--- config.mk ---
export PLATFORM = sky130hd
export DESIGN_NAME = dma_irq_ctrl
export DESIGN_NICKNAME = d
export VERILOG_FILES = /design/src/rtl/dirq_pkg.sv /design/src/rtl/dirq_flag_bank.sv /design/src/rtl/dirq_master_gen.sv /design/src/rtl/dma_irq_ctrl.sv
export SDC_FILE = /design/constraint.sdc
export NUM_CORES = 1
export LEC_CHECK = 0
export CAP_MARGIN = 15
export CORE_ASPECT_RATIO = 1.75
export CORE_UTILIZATION = 30
export CTS_CLUSTER_DIAMETER = 80
export CTS_CLUSTER_SIZE = 25
export DETAILED_ROUTE_END_ITERATION = 16
export GPL_ROUTABILITY_DRIVEN = 1
export HOLD_SLACK_MARGIN = 0.05
export MAX_ROUTING_LAYER = met4
export PLACE_DENSITY = 0.67
export SYNTH_ARGS = -nofsm -noshare
export SYNTH_HDL_FRONTEND = slang
export SYNTH_SLANG_ARGS = --single-unit
--- constraint.sdc ---
create_clock -name clk -period 1.7 [get_ports clk]
set_input_delay 0.34 -clock clk [delete_from_list [all_inputs] [get_ports clk]]
set_output_delay 0.34 -clock clk [all_outputs]
set_load 0.05 [all_outputs]
--- src/rtl/dirq_pkg.sv ---
package dirq_pkg;

    localparam int CH_N      = 6;
    localparam int REG_W     = 32;
    localparam int CTRL_W    = 24;
    localparam int EN_LSB    = 16;
    localparam int FLG_LSB   = 24;
    localparam int FORCE_BIT = 15;
    localparam int MEN_BIT   = 23;
    localparam int SUM_BIT   = 31;
    localparam int FLG_SPAN  = SUM_BIT - FLG_LSB;      // bits 24..30
    localparam int EN_SPAN   = MEN_BIT - EN_LSB;       // bits 16..22
    localparam int MISC_W    = FORCE_BIT;              // bits 0..14

    typedef struct packed {
        logic                master_en;
        logic [EN_SPAN-1:0]  en_field;
        logic                force_irq;
        logic [MISC_W-1:0]   misc;
    } ctrl_t;

    function automatic logic summary_of(input ctrl_t c, input logic [CH_N-1:0] flg);
        return c.force_irq | (c.master_en & (|(flg & c.en_field[CH_N-1:0])));
    endfunction

endpackage

--- src/rtl/dirq_flag_bank.sv ---
module dirq_flag_bank
    import dirq_pkg::*;
(
    input  logic            clk,
    input  logic            rst,
    input  logic [CH_N-1:0] strb,
    input  logic [CH_N-1:0] en_cur,
    input  logic            clr_en,
    input  logic [CH_N-1:0] clr_bits,
    output logic [CH_N-1:0] flag_q,
    output logic [CH_N-1:0] flag_nxt
);

    for (genvar n = 0; n < CH_N; n++) begin : g_ch
        logic set_now;
        logic clr_now;

        assign set_now     = strb[n] & en_cur[n];
        assign clr_now     = clr_en & clr_bits[n];
        assign flag_nxt[n] = set_now | (flag_q[n] & ~clr_now);

        always_ff @(posedge clk) begin
            if (rst) flag_q[n] <= 1'b0;
            else     flag_q[n] <= flag_nxt[n];
        end

        // a flag only rises after an enabled strobe
        a_r3_set_needs_enable: assert property (@(posedge clk) disable iff (rst)
            $rose(flag_q[n]) |-> $past(strb[n] & en_cur[n]));

        // an enabled strobe always leaves the flag set, clear or not
        a_r6_strobe_wins: assert property (@(posedge clk) disable iff (rst)
            $past(strb[n] & en_cur[n]) |-> flag_q[n]);

        // a clear without a strobe leaves the flag low
        a_r5_w1c_clears: assert property (@(posedge clk) disable iff (rst)
            $past(clr_en & clr_bits[n] & ~(strb[n] & en_cur[n])) |-> !flag_q[n]);
    end

endmodule

--- src/rtl/dirq_master_gen.sv ---
module dirq_master_gen
    import dirq_pkg::*;
(
    input  logic            clk,
    input  logic            rst,
    input  ctrl_t           ctrl_q,
    input  ctrl_t           ctrl_nxt,
    input  logic [CH_N-1:0] flag_q,
    input  logic [CH_N-1:0] flag_nxt,
    input  logic            wr_en,
    input  logic            new_evt,
    output logic            sum_cur,
    output logic            irq_pulse
);

    logic sum_nxt;
    logic irq_q;

    assign sum_cur = summary_of(ctrl_q, flag_q);
    assign sum_nxt = summary_of(ctrl_nxt, flag_nxt);

    always_ff @(posedge clk) begin
        if (rst) irq_q <= 1'b0;
        else     irq_q <= sum_nxt & (~sum_cur | wr_en | new_evt);
    end

    assign irq_pulse = irq_q;

    // every rise of the summary bit comes with a pulse
    a_r8_rise_pulse: assert property (@(posedge clk) disable iff (rst)
        $rose(sum_cur) |-> irq_q);

    // no pulse without the summary bit
    a_r10_pulse_needs_sum: assert property (@(posedge clk) disable iff (rst)
        irq_q |-> sum_cur);

    // a steady summary bit with no trigger gives no pulse
    a_r10_no_idle_retrigger: assert property (@(posedge clk) disable iff (rst)
        ($past(sum_cur) && !$past(wr_en) && !$past(new_evt)) |-> !irq_q);

endmodule

--- src/rtl/dma_irq_ctrl.sv ---
module dma_irq_ctrl
    import dirq_pkg::*;
(
    input  logic             clk,
    input  logic             rst,
    input  logic             wr_en,
    input  logic [REG_W-1:0] wr_data,
    input  logic [CH_N-1:0]  done_strb,
    output logic [REG_W-1:0] rd_data,
    output logic             irq_pulse
);

    ctrl_t           ctrl_q;
    ctrl_t           ctrl_nxt;
    logic [CH_N-1:0] en_cur;
    logic [CH_N-1:0] flag_q;
    logic [CH_N-1:0] flag_nxt;
    logic            new_evt;
    logic            sum_cur;

    assign ctrl_nxt = wr_en ? ctrl_t'(wr_data[CTRL_W-1:0]) : ctrl_q;
    assign en_cur   = ctrl_q.en_field[CH_N-1:0];
    assign new_evt  = |(done_strb & en_cur);

    always_ff @(posedge clk) begin
        if (rst) ctrl_q <= '0;
        else     ctrl_q <= ctrl_nxt;
    end

    dirq_flag_bank u_flags (
        .clk      (clk),
        .rst      (rst),
        .strb     (done_strb),
        .en_cur   (en_cur),
        .clr_en   (wr_en),
        .clr_bits (wr_data[FLG_LSB +: CH_N]),
        .flag_q   (flag_q),
        .flag_nxt (flag_nxt)
    );

    dirq_master_gen u_master (
        .clk       (clk),
        .rst       (rst),
        .ctrl_q    (ctrl_q),
        .ctrl_nxt  (ctrl_nxt),
        .flag_q    (flag_q),
        .flag_nxt  (flag_nxt),
        .wr_en     (wr_en),
        .new_evt   (new_evt),
        .sum_cur   (sum_cur),
        .irq_pulse (irq_pulse)
    );

    always_comb begin
        rd_data                     = '0;
        rd_data[CTRL_W-1:0]         = ctrl_q;
        rd_data[FLG_LSB +: CH_N]    = flag_q;
        rd_data[SUM_BIT]            = sum_cur;
    end

    // a write lands in the low 24 bits unchanged
    a_r2_ctrl_write: assert property (@(posedge clk) disable iff (rst)
        $past(wr_en) |-> (rd_data[CTRL_W-1:0] == $past(wr_data[CTRL_W-1:0])));

    // the spare flag position never reads as set
    a_r5_spare_zero: assert property (@(posedge clk) disable iff (rst)
        rd_data[SUM_BIT-1] == 1'b0);

endmodule

==> reports/qor.yml <==
clock_network:
  h-tree-depth: 2
  numCtsBuffers: 5
  clock_path_buffers: 2
  clock_latency_ps: 280
  cts_hold_buf: 0
  clkSinkCount: 31
  cts-root-buf: "clkbuf_8"
  cts_tree: "yes"
  clk_pin_slew_ps: 70
critical_path:
  worst-path-max-fanout: 5
  arrival_ps: 1290
  end_kind: "output pin"
  worstSetupPathType: "register to output pin"
  cp.required_ps: 1360
  start_kind: "register"
synthesis:
  seq_area_frac_synth_pct: 45.8
  synth_area_sq_um: 1360
  syn_area_per_cell_sq_um: 8.75
  synth_cell_types: 25
  ys_ff_latch: 31
  synthesis.nets: 196
  netlist_instances: 155
  synth_warnings: 0
pwr:
  p_int_w: 0.00126
  p_leak_nw: 0.962
  p_comb_share_pct: 26.1
  p_seq_share_pct: 43.5
  power_w: 0.00184
  swShare_pct: 31.4
  pwr-share-clk_pct: 30.4
  pwr_density_cell_nw_per_um2: 844
  power_switching_w: 0.000580
  ir_drop_uv: 581
die:
  dieArea_sq_um: 4800
  io_pins: 74
  core.rowCount: 32
  core_region_area_sq_um: 4360
  initial_utilization_pct: 31.1
  fp.dieH_microns: 90.9
  die_w_microns: 52.8
global_route:
  grt_pass1_vias: 1397
  overflow: 0
  grt_max_degree: 31
  antenna_found_initial: 0
  grt_usage_pct: 18.1
  grt_pass1_wl_mm: 6.27
sta:
  timing.setup.tns_ps: 0
  period_share_pct: 96.0
  clock_skew_ps: 4.08
  final_hold_viol_count: 0
  min_period_ps: 1630
  fmax_mhz: 613
  finalSetupViolCount: 0
  rsz0062_at_grt: "false"
  finalMaxSlewViolations: 0
route:
  drt-total-wl_mm: 3.90
  via_count: 1404
  drcViolationCount: 0
  ant_nets: 0
  vias_per_cell: 4.94
  drtPass1Iterations: 4
  drt_iter0_markers: 36
  wl_per_cell_microns: 13.7
layout:
  layout_common_cells: "38 x buf_4, 37 x clkdlybuf4s50_1, 36 x nor2_1"
  multi_input_area_sq_um: 697
  final_area_sq_um: 2190
  seq_area_sq_um: 624
  layout_commonest_cell: "buf_4"
  syn_to_final_growth_pct: 61.3
  fillCellCount: 443
  drive_above_1_share_pct: 22.7
  antenna_cells: 0
  nets: 273
placed_design:
  finalWeightedCongestion: 0.894
  dpl.hpwl_mm: 2.93
  io_buffers: 70
  placed_area_sq_um: 2090
job:
  maxCapViolCount: 0
run_status:
  outcome: "completed"
worst_hold_path:
  hold_path.class: "input port to register"
-- layer usage --
layer	share of wire (%)	global-route usage, %
met1	37	17.2
met2	55	32.6
met3	4.7	3.18
met4	2.8	9.43
met5	0	-
-- per-stage QoR --
| step | utilization (%) | worst slack (ps) | hold slack (ps) | instances |
|---|---|---|---|---|
| global route | 50.1 | 11.0 | 462 | 284 |
| global placement | 47.9 | 68.0 | 476 | 276 |
| finish | 50.1 | 68.7 | 439 | 284 |
| CTS | 50.0 | 40.2 | 440 | 284 |
| floorplan | - | 66.6 | 487 | 155 |
| detailed placement | 47.9 | 71.2 | 484 | 276 |
-- worst max-delay path, cell delays in order (launching register included) --
cell     delay [ps]
dfxtp_1         410
a22oi_1         140
a31oi_2         280
buf_12          180
-- what timing repair did --
item                       CTS  global route
pin swaps                    0             1
buffers inserted             0             0
gates resized for setup      2             3
setup endpoints to repair    1             1
-- cells by family after synthesis --
logic type | count (synthesis) | synth area share (%)
multiplexers | 21 | 15.5
other | 1 | 0.276
buffers and inverters | 9 | 3.78
AND/OR/NAND/NOR | 66 | 20.9
flip-flops | 31 | 45.8
AO/OA/AOI/OAI | 27 | 13.7
-- cell usage after synthesis, drive strengths merged --
library cell | count | share of area (%)
dfxtp | 31 | 46
a211o | 1 | 0.65
nor4 | 1 | 0.46
nor2 | 36 | 10
nand2 | 15 | 4.2
or3 | 1 | 0.46
nand4b | 1 | 0.65
mux2i | 21 | 15
buf | 6 | 3.0
a22oi | 10 | 5.5
clkbuf | 3 | 0.83
nand3 | 4 | 1.5
a21oi | 4 | 1.5
o21ai | 6 | 2.2
a41oi | 1 | 0.65
a31oi | 1 | 0.46
nand2b | 3 | 1.4
conb | 1 | 0.28
nand3b | 3 | 1.7
o41ai | 1 | 0.65
a221oi | 1 | 0.65
nor3 | 2 | 0.74
a41o | 1 | 0.74
a222oi | 1 | 0.74
-- flip-flops by register name (all words and copies together) (netlist names) --
name,count
u_flags.flag_q,6
rd_data,24
u_master.irq_pulse,1
-- worst paths after layout --
path / end / slack, ps / from / cells after the start
worst min-delay path: rd_data[16]$_SDFF_PP0_ / 440 / wr_en / 3
worst min register to register: rd_data[6]$_SDFFE_PP0P_ / 490 / rd_data[6]$_SDFFE_PP0P_ / 2
worst max-delay path: rd_data[31] / 70 / u_flags.flag_q[2]$_SDFF_PP0_ / 3
worst max register to register: u_master.irq_pulse$_SDFF_PP0_ / 440 / rd_data[15]$_SDFF_PP0_ / 4
-- layout make-up --
cell class,instances,share of cell area [%]
timing repair buffer,79,33.0
multi-input combinational,115,31.9
sequential,31,28.5
clock buffer,7,3.49
tap,51,2.92
clock inverter,1,0.229
-- power groups by stage --
stage / clock network [W] / logic, W / registers [W]
final: 0.000561 / 0.000481 / 0.000802
after global placement: 0 / 0.000479 / 0.000815
after CTS: 0.000583 / 0.000485 / 0.000801
after detailed placement: 0 / 0.000481 / 0.000817
after floorplan: 0 / 0.000126 / 0.000957
after global routing: 0.000599 / 0.000512 / 0.000808
No activity file was read; power rests on OpenSTA's default activity.
